==> src/rtl/rmc_pkg.sv <==
package rmc_pkg;

  // Strobes from the control module to the datapath.
  typedef struct packed {
    logic tick;     // one prescaled step of every generator
    logic restart;  // period boundary: all generators back to the valley
  } ctrl_strobe_t;

  localparam int NUM_CARRIERS = 4;

  // Map of the two LFSR bits onto the frequency code (kHz minus one):
  // 00 -> 1 (2 kHz), 01 -> 2 (3 kHz), 10 -> 3 (4 kHz), 11 -> 0 (1 kHz).
  function automatic logic [1:0] pickCode(input logic bitLong, input logic bitShort);
    return {bitLong, bitShort} + 2'd1;
  endfunction

endpackage

==> src/rtl/rmc_lfsr.sv <==
module rmc_lfsr #(
  parameter int WIDTH = 16,
  parameter logic [WIDTH-1:0] TAP_MASK = 16'hB400,
  parameter logic [WIDTH-1:0] SEED = 16'hACE1
) (
  input  logic clk,
  input  logic rstN,
  input  logic advance,
  output logic outBit
);

  logic [WIDTH-1:0] state;
  logic feedback;

  assign feedback = ^(state & TAP_MASK);
  assign outBit   = state[WIDTH-1];

  always_ff @(posedge clk or negedge rstN) begin
    if (!rstN)        state <= SEED;
    else if (advance) state <= {state[WIDTH-2:0], feedback};
  end

  // a maximal-length register never falls into the all-zero lockup
  p_lfsr_live_r5: assert property (@(posedge clk) disable iff (!rstN)
    state != '0);

endmodule

==> src/rtl/rmc_trigen.sv <==
module rmc_trigen #(
  parameter int VAL_W = 6,
  parameter int PEAK  = 48,
  parameter int STEP  = 1
) (
  input  logic clk,
  input  logic rstN,
  input  logic tick,
  input  logic restart,
  output logic [VAL_W-1:0] val,
  output logic atValley
);

  localparam logic [VAL_W:0] PEAK_X = (VAL_W+1)'(PEAK);
  localparam logic [VAL_W:0] STEP_X = (VAL_W+1)'(STEP);
  localparam logic [VAL_W-1:0] STEP_V = VAL_W'(STEP);
  localparam logic [VAL_W-1:0] PEAK_V = VAL_W'(PEAK);

  logic falling;
  logic [VAL_W:0] sumUp;

  assign sumUp    = {1'b0, val} + STEP_X;
  // one step above zero on the way down: the next tick ends the period
  assign atValley = falling && (val == STEP_V);

  always_ff @(posedge clk or negedge rstN) begin
    if (!rstN) begin
      val     <= '0;
      falling <= 1'b0;
    end else if (restart) begin
      val     <= '0;
      falling <= 1'b0;
    end else if (tick) begin
      if (!falling) begin
        if (sumUp >= PEAK_X) begin
          val     <= PEAK_V;
          falling <= 1'b1;
        end else begin
          val <= sumUp[VAL_W-1:0];
        end
      end else if (val <= STEP_V) begin
        val     <= '0;
        falling <= 1'b0;
      end else begin
        val <= val - STEP_V;
      end
    end
  end

  p_peak_bound_r3: assert property (@(posedge clk) disable iff (!rstN)
    val <= PEAK_V);

  p_idle_hold_r9: assert property (@(posedge clk) disable iff (!rstN)
    (!tick && !restart) |=> $stable(val));

endmodule

==> src/rtl/rmc_datapath.sv <==
module rmc_datapath
  import rmc_pkg::*;
#(
  parameter int VAL_W = 6,
  parameter int PEAK  = 48
) (
  input  logic clk,
  input  logic rstN,
  input  ctrl_strobe_t strobes,
  input  logic [1:0] selCode,
  output logic [VAL_W-1:0] carrier,
  output logic selAtValley
);

  logic [VAL_W-1:0] genVal [NUM_CARRIERS];
  logic genValley [NUM_CARRIERS];

  for (genvar g = 0; g < NUM_CARRIERS; g++) begin : g_carrier
    rmc_trigen #(
      .VAL_W(VAL_W),
      .PEAK (PEAK),
      .STEP (g + 1)
    ) u_gen (
      .clk     (clk),
      .rstN    (rstN),
      .tick    (strobes.tick),
      .restart (strobes.restart),
      .val     (genVal[g]),
      .atValley(genValley[g])
    );
  end

  assign carrier     = genVal[selCode];
  assign selAtValley = genValley[selCode];

  // every period boundary lands the output on the valley
  p_valley_r8: assert property (@(posedge clk) disable iff (!rstN)
    strobes.restart |=> carrier == '0);

endmodule

==> src/rtl/rmc_control.sv <==
module rmc_control
  import rmc_pkg::*;
#(
  parameter int TICK_DIV = 2604
) (
  input  logic clk,
  input  logic rstN,
  input  logic enable,
  input  logic selAtValley,
  output ctrl_strobe_t strobes,
  output logic [1:0] selCode,
  output logic periodStart
);

  localparam int CNT_W = (TICK_DIV > 1) ? $clog2(TICK_DIV) : 1;
  localparam logic [CNT_W-1:0] CNT_LAST = CNT_W'(TICK_DIV - 1);

  logic [CNT_W-1:0] divCnt;
  logic longBit, shortBit;

  assign strobes.tick    = enable && (divCnt == CNT_LAST);
  assign strobes.restart = strobes.tick && selAtValley;
  assign selCode         = pickCode(longBit, shortBit);

  always_ff @(posedge clk or negedge rstN) begin
    if (!rstN)             divCnt <= '0;
    else if (strobes.tick) divCnt <= '0;
    else if (enable)       divCnt <= divCnt + 1'b1;
  end

  always_ff @(posedge clk or negedge rstN) begin
    if (!rstN) periodStart <= 1'b0;
    else       periodStart <= strobes.restart;
  end

  rmc_lfsr #(
    .WIDTH   (16),
    .TAP_MASK(16'hB400),
    .SEED    (16'hACE1)
  ) u_lfsrLong (
    .clk    (clk),
    .rstN   (rstN),
    .advance(strobes.restart),
    .outBit (longBit)
  );

  rmc_lfsr #(
    .WIDTH   (8),
    .TAP_MASK(8'hB8),
    .SEED    (8'h5A)
  ) u_lfsrShort (
    .clk    (clk),
    .rstN   (rstN),
    .advance(strobes.restart),
    .outBit (shortBit)
  );

  p_code_held_r6: assert property (@(posedge clk) disable iff (!rstN)
    !strobes.restart |=> $stable(selCode));

  p_strobe_single_r7: assert property (@(posedge clk) disable iff (!rstN)
    periodStart |=> !periodStart);

  p_idle_quiet_r9: assert property (@(posedge clk) disable iff (!rstN)
    !enable |=> (!periodStart && $stable(selCode)));

endmodule

==> src/rtl/rand_multicarrier.sv <==
module rand_multicarrier
  import rmc_pkg::*;
#(
  parameter int PEAK_MUL = 4,
  parameter int TICK_DIV = 2604,
  localparam int PEAK  = 12 * PEAK_MUL,
  localparam int VAL_W = $clog2(PEAK + 1)
) (
  input  logic clk,
  input  logic rstN,
  input  logic enable,
  output logic [VAL_W-1:0] carrier,
  output logic [1:0] freqCode,
  output logic periodStart
);

  ctrl_strobe_t strobes;
  logic selAtValley;

  rmc_control #(
    .TICK_DIV(TICK_DIV)
  ) u_ctrl (
    .clk        (clk),
    .rstN       (rstN),
    .enable     (enable),
    .selAtValley(selAtValley),
    .strobes    (strobes),
    .selCode    (freqCode),
    .periodStart(periodStart)
  );

  rmc_datapath #(
    .VAL_W(VAL_W),
    .PEAK (PEAK)
  ) u_dp (
    .clk        (clk),
    .rstN       (rstN),
    .strobes    (strobes),
    .selCode    (freqCode),
    .carrier    (carrier),
    .selAtValley(selAtValley)
  );

endmodule

==> config.mk <==
export PLATFORM = sky130hd
export DESIGN_NAME = rand_multicarrier
export DESIGN_NICKNAME = d
export VERILOG_FILES = /design/src/rtl/rmc_pkg.sv /design/src/rtl/rmc_lfsr.sv /design/src/rtl/rmc_trigen.sv /design/src/rtl/rmc_datapath.sv /design/src/rtl/rmc_control.sv /design/src/rtl/rand_multicarrier.sv
export SDC_FILE = /design/constraint.sdc
export NUM_CORES = 1
export LEC_CHECK = 0
export BUFFER_PORTS_ARGS = -buffer_cell sky130_fd_sc_hd__buf_4
export CAP_MARGIN = 25
export CORE_UTILIZATION = 47
export CTS_CLUSTER_SIZE = 30
export DETAILED_ROUTE_END_ITERATION = 8
export PLACE_DENSITY = 0.69
export SYNTH_ARGS = -nofsm -noshare
export SYNTH_HDL_FRONTEND = slang
export SYNTH_HIERARCHICAL = 1
export SYNTH_SLANG_ARGS = --single-unit
==> constraint.sdc <==
create_clock -name clk -period 7.7 [get_ports clk]
set_input_delay 0.77 -clock clk [delete_from_list [all_inputs] [get_ports clk]]
set_output_delay 0.77 -clock clk [all_outputs]
set_load 0.05 [all_outputs]
# After elaboration in Yosys (flattened, before gate mapping)
# Cells that the tools add are included.
# totals
word_cells	95
ff_bits	65
output_inout_bits	9
in_bits	3
# classes
n_reduce_logical	10
muxes	48
n_lt_le_gt_ge	9
n_addsub	10
bitwise	1
n_eq_ne	5
# op_table
operator	count
$mux 6	22
$ge 7x6->1 const B	4
$mux 12	2
$mux 1	22
$reduce_xor 16->1	1
$add 6x2->7 const B	2
$add 12x1->12 const B	1
$bmux 6 s2	1
$eq 12x12->1 const B	1
$eq 6x2->1 const B	2
$le 6x2->1 const B	2
$sub 6x2->6 const B	2
$reduce_xor 8->1	1
$add 6x1->7 const B	1
$add 6x3->7 const B	1
$eq 6x1->1 const B	1
$eq 6x3->1 const B	1
$le 6x1->1 const B	1
$le 6x3->1 const B	1
$logic_and 1x1->1	6
$sub 6x1->6 const B	1
$sub 6x3->6 const B	1
$reduce_bool 2->1	2
$ge 3x3->1 const B	1
other kinds (3)	3

# Longest topological paths before layout
# Gate-level depths: netlist (run 1).
# depth
word_depth	7
ltp_mapped	10
ltp_nobuf	9

# By module
# Netlist (run 1), hierarchy kept.
# modules_own_cells
mod	cells_per_inst	instances	seq_area_each_um2	area_per_inst_um2
rmc_lfsr at u_ctrl.u_lfsrLong	38	1	410.4	675.6
rmc_trigen at u_dp.g_carrier[0].u_gen	82	1	175.2	674.4
rmc_trigen at u_dp.g_carrier[2].u_gen	84	1	175.2	651.9
rmc_control	59	1	325.3	639.4
rmc_trigen at u_dp.g_carrier[1].u_gen	73	1	150.1	604.3
rmc_trigen at u_dp.g_carrier[3].u_gen	56	1	125.1	467.9
rmc_lfsr at u_ctrl.u_lfsrShort	21	1	205.2	324.1
rmc_datapath	9	1	0.0	172.7

# Worst setup path before layout (run 1)
# No wires, ideal clock.
# synth_path
path_type	input-to-reg
from	input enable
to	register u_dp.g_carrier[0].u_gen.val[5]
arrival_time_ns	3.410
t_required_ns	7.580
cell_stages	7
n_path_buf	1
setup_time_ns	0.120
setup_slack_ns	4.170
path_cell_list	nand4_1 > nor3_1 > and2_1 > clkbuf_1 > nor2_1 > o2111a_1 > a31o_1
# synth_rtl
element	line	rtl
from (decl)	rand_multicarrier.sv:11	input logic enable,
to (signal assigned)	rmc_trigen.sv:39	val <= sumUp[VAL_W-1:0];
to (signal assigned)	rmc_trigen.sv:45	val <= val - STEP_V;
to (decl)	rmc_trigen.sv:10	output logic [VAL_W-1:0] val,

==> results of run 1 <==
## per-layer routing
metal / part of all wire (%) / track usage (%) / vias up
li1: - / - / 1540
met1: 46 / 26.2 / 1541
met2: 48 / 30.7 / 75
met3: 4.1 / 4.26 / 9
met4: 1.1 / 6.31 / 0
met5: 0 / 0 / -
## state kept, by name, summed over array words and instances, names as in the netlist
register / cells
u_ctrl/u_lfsrShort/state: 8
u_ctrl/divCnt: 12
u_ctrl/periodStart: 1
u_dp/g_carrier.u_gen/falling: 4
u_ctrl/u_lfsrLong/state: 16
u_dp/g_carrier.u_gen/val: 21
## cells by family (layout without fill, tap and decap cells)
logic type               count (synthesis)  after routing
AND/OR/NAND/NOR                        145            145
AO/OA/AOI/OAI                           91             91
flip-flops                              62             62
buffers and inverters                   56             53
multiplexers                            34             34
XOR/XNOR                                20             20
adder cells (fa/ha/maj)                 12             12
other                                    2              3
## report_power, final
part / switching [mW] / total (mW) / internal, mW
Sequential: 0.0249 / 0.368 / 0.343
Combinational: 0.0283 / 0.0550 / 0.0267
Clock: 0.132 / 0.281 / 0.149
Total: 0.185 / 0.704 / 0.519
## cells in the mapped netlist, drive strengths merged, types with 3 or more instances
cell	instances	share of area, %
xnor2	12	2.5
nor2	34	3.1
or3b	3	0.68
a211oi	5	0.89
inv	24	2.1
dfstp	12	7.5
nand2b	3	0.45
nor4	6	1.6
mux2	25	7.6
nor3b	5	0.89
a31oi	15	2.6
o31ai	6	1.1
nand4	15	2.2
buf	24	4.0
nand3	10	1.2
o211ai	4	0.71
a21oi	15	1.8
o21ai	18	2.1
dfrtp	50	30
clkbuf	8	0.71
ha	12	3.6
mux4	7	3.7
nor3	12	1.8
and2	3	0.51
o311ai	3	0.62
nand2	26	2.4
nand3b	4	0.71
xor2	8	1.7
nand4b	3	0.62
and3	6	1.1
## worst min-delay path, delay by kind of cell (launching register included)
kind	cells	cell delay (ns)
and+or+nand+nor	1	0.07
AOI/OAI and AO/OA	1	0.05
DFF	1	0.37
## metrics by stage
stage / power [mW] / worst slack [ns]
after floorplan: 0.410 / 4.17
after global placement: 0.426 / 4.42
after detailed placement: 0.429 / 4.37
after CTS: 0.713 / 4.58
after global routing: 0.738 / 4.30
final: 0.704 / 4.60
## worst max path at each step
stage,start,depth (start not counted),slack [ns],endpoint
after floorplan,enable,7,4.17,u_dp/g_carrier[0].u_gen/val[5]$_DFFE_PN0P_
after global placement,enable,7,4.42,u_ctrl/u_lfsrLong/state[2]$_DFFE_PN0P_
after detailed placement,enable,7,4.37,u_ctrl/u_lfsrLong/state[2]$_DFFE_PN0P_
after CTS,u_ctrl/divCnt[0]$_DFFE_PN0P_,7,4.58,u_ctrl/u_lfsrLong/state[2]$_DFFE_PN0P_
after global routing,u_ctrl/divCnt[0]$_DFFE_PN0P_,9,4.30,u_dp/g_carrier[0].u_gen/val[0]$_DFFE_PN0P_
final,u_ctrl/divCnt[0]$_DFFE_PN0P_,7,4.60,u_ctrl/u_lfsrLong/state[4]$_DFFE_PN0P_
## cell type report
class / count / area (um^2)
tap: 108 / 135
timing repair buffer: 13 / 97.6
clock inverter: 6 / 61.3
fill: 793 / 4230
inverter: 24 / 90.1
sequential: 62 / 1570
clock buffer: 10 / 128
multi-input combinational: 305 / 2370
==> impl_summary.log, run 1 <==
[metrics] Antenna Violating Nets Remaining: 0
[metrics] Max IR drop VDD: 0.000191 V
[metrics] most common cell after layout, fill and taps aside: sky130_fd_sc_hd__dfrtp_1
[metrics] P_leak: 1.78 nW
[metrics] adder-cell share of the synthesized area: 3.57%
[metrics] routability cong.: 0.859
[metrics] Initial Util: 48.5%
[metrics] Post-Syn Area: 4210 um^2
[metrics] unrepaired setup endpoints after global routing: false
[metrics] synthesized instance count: 422
[metrics] Hold Crit Class: register to register
[metrics] arrival time at the worst endpoint: 3.33 ns
[metrics] fraction of the yosys area taken by sequential cells: 37.2%
[metrics] clock latency on the worst-skew pair: 0.35 ns
[metrics] number of flops mapped to enable cells by yosys: 0
[metrics] total placed instance area: 4260 um^2
[metrics] maximum achievable frequency: 0.323 GHz
[metrics] critical path's most frequent cell: sky130_fd_sc_hd__buf_4
[metrics] Area growth, synth to finish: 5.59%
[metrics] cts-stage hold buffer count: 0
[metrics] setup-violating endpoint count in the final report: 0
[metrics] CTS H-Tree Depth: 3
[metrics] CTS tree: yes
[metrics] routed via count: 3165
[metrics] pin count of the biggest net entering global routing: 63
[metrics] Placed Cells incl. Taps: 512
[metrics] number of top-level design ports: 12
[metrics] Clock Skews: 0.00868 ns
[metrics] clock period minus worst slack: 3.10 ns
[metrics] Die Span Y: 96.6 um
[metrics] Critical Path End Type: register
[metrics] final non-filler cell total: 528
[metrics] antenna diode count: 0
[metrics] Resized cells post-CTS: 0
[metrics] via count of the first global-routing pass: 3018
[metrics] endpoint of the worst register-to-register path: u_ctrl/u_lfsrLong/state[4]$_DFFE_PN0P_
[metrics] CP Class: register to register
[metrics] final critical-path share of the clock period: 40.2%
[metrics] count of buffer and inverter cells on the critical path: 2
[metrics] per-cell via count in the routed design: 5.99
[metrics] synthesized area divided by synthesized cell count: 9.98 um^2
[metrics] number of instances on the worst hold path: 2
[metrics] result of the run: completed
[metrics] simple-gate share of the synthesized area: 20.3%
[metrics] wire length of the first global-routing pass: 14700 um
[metrics] Worst Min Path Start: u_ctrl/u_lfsrLong/state[0]$_DFFE_PN1P_
[metrics] number of buffers on the longest clock path: 2
[metrics] Hold Worst Slack: 0.492 ns
[metrics] Async S/R FF share, synth: 100%
[metrics] dominant combinational cell family by area after synthesis: simple AND/OR/NAND/NOR gates
[metrics] mean routed wirelength per cell: 15.9 um
[metrics] number of clock sinks seen by CTS: 62
[metrics] FP Rows: 34
[metrics] most used cells in the layout excluding fill and tap cells: sky130_fd_sc_hd__dfrtp_1 (50), sky130_fd_sc_hd__nor2_1 (33), sky130_fd_sc_hd__nand2_1 (25)
[metrics] P per Cell Area: 158 nW/um^2
[metrics] number of antenna violations at the first check in global routing: 0
[metrics] max-slew violation count: 0
[metrics] slack of the worst reg-to-reg path: 4.60 ns
[metrics] remaining max-slew budget at the tightest pin: 48.2%
[metrics] Final #Nets: 430
[metrics] reg2reg path depth: 7
[metrics] Die Span X: 96.6 um
[metrics] max-cap violation count: 0
[metrics] clock slew seen by the registers of the worst setup and hold paths: 0.07 ns
[metrics] worst-case hold path end point: u_ctrl/u_lfsrLong/state[0]$_DFFE_PN1P_
[metrics] Remaining Overflow, GRT: 0
[metrics] routed wire length: 8390 um
[metrics] critical-path cell list: ha_1 -> nand4_1 -> nor3_2 -> buf_4 -> and2_2 -> buf_4 -> mux2_2
[metrics] Critical Path Fanout Max: 49
[metrics] share of cells above drive strength 1: 23.3%
[metrics] core area: 8680 um^2
[metrics] slew of the pin with the lowest slew margin: 0.777 ns
[metrics] CTS Root Buffer Type: sky130_fd_sc_hd__clkbuf_8
[metrics] multiplexer share of the synthesized area: 11.8%
[metrics] slowest cell delay on critical path: 0.50 ns
[metrics] register bit count reported by yosys: 62
[metrics] TritonRoute pass-1 iters: 4
[metrics] post-route design area: 4450 um^2
[metrics] crit path launch type: register
[metrics] total CTS buffers: 9
[metrics] Hold Vio Cnt, Final: 0
[metrics] Final Core Density: 51.2%
[metrics] number of design-rule violations left by the first detailed-router iteration: 148
[metrics] most instantiated flip-flop cell in the synthesis netlist: sky130_fd_sc_hd__dfrtp_1
[metrics] complex-gate fraction of the synthesized area: 16.0%
[metrics] XOR/XNOR share of the synthesized area: 4.16%
[metrics] count of buffers added by post-CTS timing repair for setup: 0
[metrics] source of the worst register-to-register timing path: u_ctrl/divCnt[0]$_DFFE_PN0P_
[metrics] critical path required time: 7.93 ns
[metrics] gr usage total: 19.3%
[metrics] crit-path leading delay family: simple AND/OR/NAND/NOR gates
[metrics] final HPWL from detailed placement: 5510 um
[metrics] number of warnings printed during yosys synthesis: 6
[metrics] input/output buffers: 11
[metrics] Crit-path slowest cell: sky130_fd_sc_hd__and2_2
[metrics] final-layout setup total negative slack: 0 ns
[metrics] count of different cell masters after synthesis: 81
[metrics] full die area: 9340 um^2
[metrics] drc violations: 0
No activity file was read; power rests on OpenSTA's default activity.
==> run 2, diff against run 1 <==
--- a/config.mk
+++ b/config.mk
@@ -5,6 +5,7 @@
 export SDC_FILE = /design/constraint.sdc
 export NUM_CORES = 1
 export LEC_CHECK = 0
+export ABC_AREA = 1
 export BUFFER_PORTS_ARGS = -buffer_cell sky130_fd_sc_hd__buf_4
 export CAP_MARGIN = 25
 export CORE_UTILIZATION = 47
==> constraint.sdc (replaced) <==
create_clock -name clk -period 3.05 [get_ports clk]
set_input_delay 0.305 -clock clk [delete_from_list [all_inputs] [get_ports clk]]
set_output_delay 0.305 -clock clk [all_outputs]
set_load 0.05 [all_outputs]
==> impl_summary.log, run 2 <==
[metrics] Hold Vio Cnt, Final: 0
[metrics] Area growth, synth to finish: 6.01%
[metrics] antenna diode count: 0
[metrics] Final #Nets: 662
[metrics] P per Cell Area: 393 nW/um^2
[metrics] core area: 9200 um^2
[metrics] most used cells in the layout excluding fill and tap cells: sky130_fd_sc_hd__nand2_1 (202), sky130_fd_sc_hd__inv_1 (104), sky130_fd_sc_hd__nand3_1 (59)
[metrics] CTS Root Buffer Type: sky130_fd_sc_hd__clkbuf_8
[metrics] fraction of the yosys area taken by sequential cells: 35.3%
[metrics] Async S/R FF share, synth: 100%
[metrics] slew of the pin with the lowest slew margin: 0.774 ns
[metrics] source of the worst register-to-register timing path: u_dp/g_carrier[1].u_gen/val[2]$_DFFE_PN0P_
[metrics] top layer used by detailed routing: met4
[metrics] CTS tree: yes
[metrics] count of fill cells added during filler insertion: 909
[metrics] most instantiated flip-flop cell in the synthesis netlist: sky130_fd_sc_hd__dfrtp_1
[metrics] post-route design area: 4700 um^2
[metrics] number of buffers on the longest clock path: 2
[metrics] leading cell type by number of instances after synthesis: sky130_fd_sc_hd__nand2_1
[metrics] Antenna Violating Nets Remaining: 0
[metrics] count of buffer and inverter cells on the critical path: 5
[metrics] Die Span X: 99.1 um
[metrics] per-cell via count in the routed design: 4.88
[metrics] number of clock sinks seen by CTS: 62
[metrics] Hold Worst Slack: 0.0268 ns
[metrics] Initial Util: 48.2%
[metrics] total CTS buffers: 9
[metrics] TritonRoute pass-1 iters: 4
[metrics] CP Class: register to register
[metrics] slack of the worst reg-to-reg path: 0.66 ns
[metrics] gr usage total: 19.2%
[metrics] biggest area consumer among synthesized cells: sky130_fd_sc_hd__dfrtp_1
[metrics] FP Rows: 35
[metrics] maximum achievable frequency: 0.418 GHz
[metrics] clock latency on the worst-skew pair: 0.34 ns
[metrics] wl on met1: 4200 um
[metrics] clock slew seen by the registers of the worst setup and hold paths: 0.08 ns
[metrics] count of buffers added by post-CTS timing repair for setup: 0
[metrics] P_leak: 2.56 nW
[metrics] stages on the worst setup path: 14
[metrics] unrepaired setup endpoints after global routing: false
[metrics] routability cong.: 0.851
[metrics] final HPWL from detailed placement: 6420 um
[metrics] remaining max-slew budget at the tightest pin: 48.4%
[metrics] slowest cell delay on critical path: 0.45 ns
[metrics] CTS H-Tree Depth: 3
[metrics] full die area: 9830 um^2
[metrics] clock period minus worst slack: 2.39 ns
[metrics] critical-path cell list: inv_1 -> ha_1 -> nand2_1 -> nor3_1 -> inv_1 -> nand2_1 -> nand3_1 -> nand2_1 -> inv_1 -> nor2_2 -> buf_4 -> nor2_1 -> inv_1 -> o21ai_1
[metrics] synthesized area divided by synthesized cell count: 6.94 um^2
[metrics] routed via count: 3724
[metrics] routed wire length: 8650 um
[metrics] result of the run: completed
[metrics] most common cell after layout, fill and taps aside: sky130_fd_sc_hd__nand2_1
[metrics] flip-flop count of the largest register after layout: 21
[metrics] drc violations: 0
[metrics] critical path's most frequent cell: sky130_fd_sc_hd__inv_1
[metrics] crit path launch type: register
[metrics] largest registers in the final layout: u_dp/g_carrier.u_gen/val x21, u_ctrl/u_lfsrLong/state x16, u_ctrl/divCnt x12
[metrics] pin count of the biggest net entering global routing: 63
[metrics] cell types with the largest area share after synthesis: sky130_fd_sc_hd__dfrtp_1 (28%), sky130_fd_sc_hd__nand2_1 (17%), sky130_fd_sc_hd__inv_1 (8.8%), sky130_fd_sc_hd__dfstp_2 (7.1%), sky130_fd_sc_hd__nand3_1 (6.7%)
[metrics] wire length of the first global-routing pass: 15300 um
[metrics] proportion of netlist area held by the largest area contributor: 28.2%
[metrics] number of top-level design ports: 12
[metrics] count of different cell masters after synthesis: 41
[metrics] via count of the first global-routing pass: 3552
[metrics] final critical-path share of the clock period: 78.4%
[metrics] synthesized instance count: 639
[metrics] share of cells above drive strength 1: 16.0%
[metrics] number of warnings printed during yosys synthesis: 6
[metrics] Hold Crit Class: input pin to async pin
[metrics] overall power after layout: 1.85 mW
[metrics] mean routed wirelength per cell: 11.3 um
[metrics] Clock Skews: 0.00727 ns
[metrics] register bit count reported by yosys: 62
[metrics] Remaining Overflow, GRT: 0
[metrics] endpoint of the worst register-to-register path: u_dp/g_carrier[3].u_gen/val[4]$_DFFE_PN0P_
[metrics] number of antenna violations at the first check in global routing: 0
[metrics] Crit-path slowest cell: sky130_fd_sc_hd__dfrtp_1
[metrics] input/output buffers: 11
[metrics] critical path required time: 3.28 ns
[metrics] Critical Path End Type: register
[metrics] crit-path leading delay family: simple AND/OR/NAND/NOR gates
[metrics] number of design-rule violations left by the first detailed-router iteration: 154
[metrics] Die Span Y: 99.1 um
[metrics] most frequent cells after synthesis: sky130_fd_sc_hd__nand2_1 (202), sky130_fd_sc_hd__inv_1 (104), sky130_fd_sc_hd__nand3_1 (59), sky130_fd_sc_hd__dfrtp_1 (50), sky130_fd_sc_hd__nor2_1 (41)
[metrics] Resized cells post-CTS: 0
[metrics] final-layout setup total negative slack: 0 ns
[metrics] max-cap violation count: 0
[metrics] arrival time at the worst endpoint: 2.62 ns
[metrics] Max IR drop VDD: 0.000239 V
[metrics] pre-CTS WS: 0.667 ns
[metrics] number of flops mapped to enable cells by yosys: 0
[metrics] final critical-path setup slack: 0.659 ns
[metrics] max-slew violation count: 0
[metrics] met3 wirelength from detailed routing: 215 um
[metrics] met2 wire length: 4170 um
[metrics] Post-Syn Area: 4430 um^2
[metrics] cts-stage hold buffer count: 0
[metrics] Most flops, register: u_dp/g_carrier.u_gen/val
[metrics] total placed instance area: 4500 um^2
[metrics] Critical Path Fanout Max: 33
[metrics] reg2reg path depth: 14
[metrics] setup-violating endpoint count in the final report: 0
==> run 2: report_power, final <==
group	total, mW	internal [mW]	switching, mW
clock	0.729	0.380	0.350
sequential	0.927	0.871	0.0567
combinational	0.189	0.0641	0.125
total	1.85	1.31	0.531
==> run 2: worst max path at each step <==
stage                                                          start                                           to  slack, ns
after global placement       u_ctrl/u_lfsrShort/state[7]$_DFFE_PN0P_  u_dp/g_carrier[3].u_gen/falling$_DFFE_PN0P_       0.79
after global routing      u_dp/g_carrier[1].u_gen/val[2]$_DFFE_PN0P_      u_ctrl/u_lfsrShort/state[6]$_DFFE_PN1P_       0.33
final                     u_dp/g_carrier[1].u_gen/val[2]$_DFFE_PN0P_   u_dp/g_carrier[3].u_gen/val[4]$_DFFE_PN0P_       0.66
after detailed placement  u_dp/g_carrier[1].u_gen/val[2]$_DFFE_PN0P_   u_dp/g_carrier[3].u_gen/val[4]$_DFFE_PN0P_       0.67
after CTS                 u_dp/g_carrier[1].u_gen/val[2]$_DFFE_PN0P_      u_ctrl/u_lfsrShort/state[2]$_DFFE_PN0P_       0.65
after floorplan              u_ctrl/u_lfsrLong/state[15]$_DFFE_PN1P_  u_dp/g_carrier[0].u_gen/falling$_DFFE_PN0P_       0.09
==> run 2: worst register-to-register path: stages (launching register included) <==
cell                      delay [ns]
sky130_fd_sc_hd__dfrtp_1        0.45
sky130_fd_sc_hd__inv_1          0.13
sky130_fd_sc_hd__ha_1           0.15
sky130_fd_sc_hd__nand2_1        0.06
sky130_fd_sc_hd__nor3_1         0.19
sky130_fd_sc_hd__inv_1          0.07
sky130_fd_sc_hd__nand2_1        0.06
sky130_fd_sc_hd__nand3_1        0.08
sky130_fd_sc_hd__nand2_1        0.07
sky130_fd_sc_hd__inv_1          0.05
sky130_fd_sc_hd__nor2_2         0.28
sky130_fd_sc_hd__buf_4          0.38
sky130_fd_sc_hd__nor2_1         0.15
sky130_fd_sc_hd__inv_1          0.10
sky130_fd_sc_hd__o21ai_1        0.06
==> run 2: stage by stage <==
stage               util (%)  std cells
finish                  51.1        763
global route            51.1        763
CTS                     51.1        763
detailed placement      49.0        747
floorplan                  -        640
global placement        49.0        747
==> run 2: cell families (layout without fill, tap and decap cells) <==
| group | after synthesis | after routing | share of synthesized area [%] |
|---|---|---|---|
| simple gates | 357 | 357 | 36.7 |
| buf+inv | 135 | 147 | 14.1 |
| flops | 62 | 62 | 35.3 |
| compound gates | 57 | 57 | 7.56 |
| xor+xnor | 14 | 14 | 2.77 |
| fa+ha+maj | 12 | 12 | 3.39 |
| other cells | 2 | 3 | 0.169 |
==> run 2: per-layer routing <==
metal | vias to the layer above | global-route usage (%)
met5 | - | 0
met4 | 0 | 7.01
met3 | 5 | 3.58
met2 | 33 | 32.2
met1 | 1704 | 24.9
li1 | 1982 | -
==> run 2: layout make-up <==
| cell class | instances | area (um^2) | share of cell area [%] |
|---|---|---|---|
| Clock buffer | 9 | 124 | 2.64 |
| Clock inverter | 7 | 73.8 | 1.57 |
| Inverter | 118 | 449 | 9.56 |
| Multi-Input combinational cell | 443 | 2250 | 47.9 |
| Sequential cell | 62 | 1570 | 33.3 |
| Tap cell | 111 | 139 | 2.95 |
| Timing Repair Buffer | 13 | 97.6 | 2.08 |
==> run 3, diff against run 2 <==
--- a/config.mk
+++ b/config.mk
@@ -5,13 +5,13 @@
 export SDC_FILE = /design/constraint.sdc
 export NUM_CORES = 1
 export LEC_CHECK = 0
-export ABC_AREA = 1
+export ABC_AREA = 0
 export BUFFER_PORTS_ARGS = -buffer_cell sky130_fd_sc_hd__buf_4
 export CAP_MARGIN = 25
 export CORE_UTILIZATION = 47
 export CTS_CLUSTER_SIZE = 30
 export DETAILED_ROUTE_END_ITERATION = 8
-export PLACE_DENSITY = 0.69
+export PLACE_DENSITY = 0.71
 export SYNTH_ARGS = -nofsm -noshare
 export SYNTH_HDL_FRONTEND = slang
 export SYNTH_HIERARCHICAL = 1
==> constraint.sdc (replaced) <==
create_clock -name clk -period 2 [get_ports clk]
set_input_delay 0.2 -clock clk [delete_from_list [all_inputs] [get_ports clk]]
set_output_delay 0.2 -clock clk [all_outputs]
set_load 0.05 [all_outputs]
==> impl_summary.log, run 3 (same netlist as run 1, synthesis figures left out) <==
[metrics] CTS tree: yes
[metrics] number of buffers on the longest clock path: 2
[metrics] Most flops, register: u_dp/g_carrier.u_gen/val
[metrics] max-cap violation count: 0
[metrics] critical-path cell list: or3b_4 -> nor3b_2 -> mux4_2 -> and2_4 -> buf_6 -> nor2_1 -> a31oi_1 -> o21ai_0
[metrics] setup-violating endpoint count in the final report: 45
[metrics] Hold Crit Class: input pin to register
[metrics] largest registers in the final layout: u_dp/g_carrier.u_gen/val x21, u_ctrl/u_lfsrLong/state x16, u_ctrl/divCnt x12
[metrics] core area: 8680 um^2
[metrics] stages on the worst setup path: 8
[metrics] flip-flop count of the largest register after layout: 21
[metrics] Die Span X: 96.6 um
[metrics] TritonRoute pass-1 iters: 5
[metrics] reg2reg path depth: 8
[metrics] via count of the first global-routing pass: 3544
[metrics] slew of the pin with the lowest slew margin: 0.512 ns
[metrics] crit-path leading delay family: simple AND/OR/NAND/NOR gates
[metrics] antenna diode count: 0
[metrics] gr usage total: 23.0%
[metrics] most common cell after layout, fill and taps aside: sky130_fd_sc_hd__buf_4
[metrics] critical path required time: 2.21 ns
[metrics] count of fill cells added during filler insertion: 674
[metrics] Area growth, synth to finish: 30.4%
[metrics] CTS H-Tree Depth: 3
[metrics] final HPWL from detailed placement: 6780 um
[metrics] pin count of the biggest net entering global routing: 35
[metrics] number of design-rule violations left by the first detailed-router iteration: 280
[metrics] CP Class: register to register
[metrics] maximum achievable frequency: 0.458 GHz
[metrics] total CTS buffers: 9
[metrics] final critical-path share of the clock period: 109%
[metrics] P per Cell Area: 522 nW/um^2
[metrics] number of instances on the worst hold path: 2
[metrics] Antenna Violating Nets Remaining: 0
[metrics] Hold Vio Cnt, Final: 0
[metrics] number of antenna violations at the first check in global routing: 0
[metrics] Worst Setup SP: u_dp/g_carrier[1].u_gen/val[4]$_DFFE_PN0P_
[metrics] final-layout setup total negative slack: -3.73 ns
[metrics] input/output buffers: 11
[metrics] source of the worst register-to-register timing path: u_dp/g_carrier[1].u_gen/val[4]$_DFFE_PN0P_
[metrics] routability cong.: 0.900
[metrics] Placed Cells incl. Taps: 583
[metrics] routed wire length: 10400 um
[metrics] count of buffer and inverter cells on the critical path: 1
[metrics] drc violations: 0
[metrics] remaining max-slew budget at the tightest pin: 65.6%
[metrics] slack of the worst reg-to-reg path: -0.18 ns
[metrics] share of cells above drive strength 1: 43.2%
[metrics] failing checks: setup timing
[metrics] per-cell via count in the routed design: 5.95
[metrics] Remaining Overflow, GRT: 0
[metrics] mean routed wirelength per cell: 17.0 um
[metrics] P_leak: 2.31 nW
[metrics] unrepaired setup endpoints after global routing: true
[metrics] full die area: 9340 um^2
[metrics] final non-filler cell total: 613
[metrics] result of the run: finished, violations left
[metrics] clock period minus worst slack: 2.18 ns
[metrics] clock latency on the worst-skew pair: 0.34 ns
[metrics] routed via count: 3650
[metrics] endpoint of the worst register-to-register path: u_dp/g_carrier[0].u_gen/val[0]$_DFFE_PN0P_
[metrics] clock slew seen by the registers of the worst setup and hold paths: 0.07 ns
[metrics] Critical Path Fanout Max: 12
[metrics] FP Rows: 34
[metrics] Die Span Y: 96.6 um
[metrics] max-slew violation count: 0
[metrics] Max IR drop VDD: 0.000555 V
[metrics] area of all sequential standard cells: 1570 um^2
[metrics] Crit-path slowest cell: sky130_fd_sc_hd__or3b_4
[metrics] worst setup path end: u_dp/g_carrier[0].u_gen/val[0]$_DFFE_PN0P_
[metrics] Critical Path End Type: register
[metrics] number of top-level design ports: 12
[metrics] arrival time at the worst endpoint: 2.40 ns
[metrics] Clock Skews: 0.00514 ns
[metrics] most used cells in the layout excluding fill and tap cells: sky130_fd_sc_hd__buf_4 (74), sky130_fd_sc_hd__dfrtp_1 (49), sky130_fd_sc_hd__nor2_1 (30)
[metrics] wire length of the first global-routing pass: 17500 um
[metrics] Initial Util: 48.5%
[metrics] Final #Nets: 515
[metrics] crit path launch type: register
[metrics] number of clock sinks seen by CTS: 62
[metrics] CTS Root Buffer Type: sky130_fd_sc_hd__clkbuf_8
[metrics] area taken by multi-input logic gates: 2600 um^2
[metrics] final critical-path setup slack: -0.184 ns
[metrics] slowest cell delay on critical path: 0.43 ns
## run 3: changes by cell type in the layout (fill, tap and decap cells not counted), moves of 15 or more
cell and delta:
sky130_fd_sc_hd__buf_4 +61, sky130_fd_sc_hd__buf_6 +15, sky130_fd_sc_hd__inv_1 -85, sky130_fd_sc_hd__mux2_4 +16, sky130_fd_sc_hd__nand2_1 -179, sky130_fd_sc_hd__nand3_1 -49
## run 3: final cells by class
class                   count  area share [%]
multi-input cells         305            47.3
flip-flops and latches     62            28.5
repair buffers             98            16.4
clock buffers              12            2.64
well taps                 108            2.46
inverters                  24            1.75
clock inverters             4           0.866
## run 3: repair_timing
action / CTS / global route
hold endpoints to repair: 25 / 0
hold buffers: 1 / 0
buffers inserted: 8 / 4
gates resized for setup: 49 / 27
cloned: 2 / 0
endpoints found under the setup margin: 50 / 55
pin swaps: 7 / 16
## run 3: layer usage
| metal | wire length [um] | GRT usage, % | up-vias | share of wire (%) |
|---|---|---|---|---|
| met5 | 0 | 0 | - | 0 |
| met1 | 4590 | 31.3 | 1799 | 44 |
| met2 | 5160 | 37.4 | 119 | 49 |
| li1 | - | - | 1713 | - |
| met4 | 176 | 6.31 | 0 | 1.7 |
| met3 | 499 | 4.70 | 19 | 4.8 |
## run 3: metrics by stage
step	area [um^2]	hold slack, ns	util [%]	setup slack (ns)	total power [mW]
finish	5490	0.156	63.3	-0.184	2.86
global placement	4850	0.167	55.8	-0.172	1.77
floorplan	4270	-0.0956	-	-0.518	1.59
CTS	5370	0.138	61.8	-0.151	2.88
global route	5490	0.160	63.3	-0.278	3.01
detailed placement	4850	0.169	55.8	-0.208	1.79
## run 3: where the power goes
group          total, mW  internal (mW)  switching [mW]  leakage [nW]
clock network       1.07          0.606           0.469        0.0964
logic              0.433          0.225           0.208          1.45
registers           1.36           1.32          0.0358         0.763
## run 3: worst min path at each step
stage | start | slack (ns) | end
CTS | enable | 0.14 | u_ctrl/divCnt[1]$_DFFE_PN0P_
global route | enable | 0.16 | u_ctrl/divCnt[1]$_DFFE_PN0P_
global placement | rstN | 0.17 | u_ctrl/periodStart$_DFF_PN0_
detailed placement | rstN | 0.17 | u_dp/g_carrier[1].u_gen/falling$_DFFE_PN0P_
floorplan | rstN | -0.1 | u_ctrl/divCnt[0]$_DFFE_PN0P_
finish | enable | 0.16 | u_ctrl/divCnt[1]$_DFFE_PN0P_
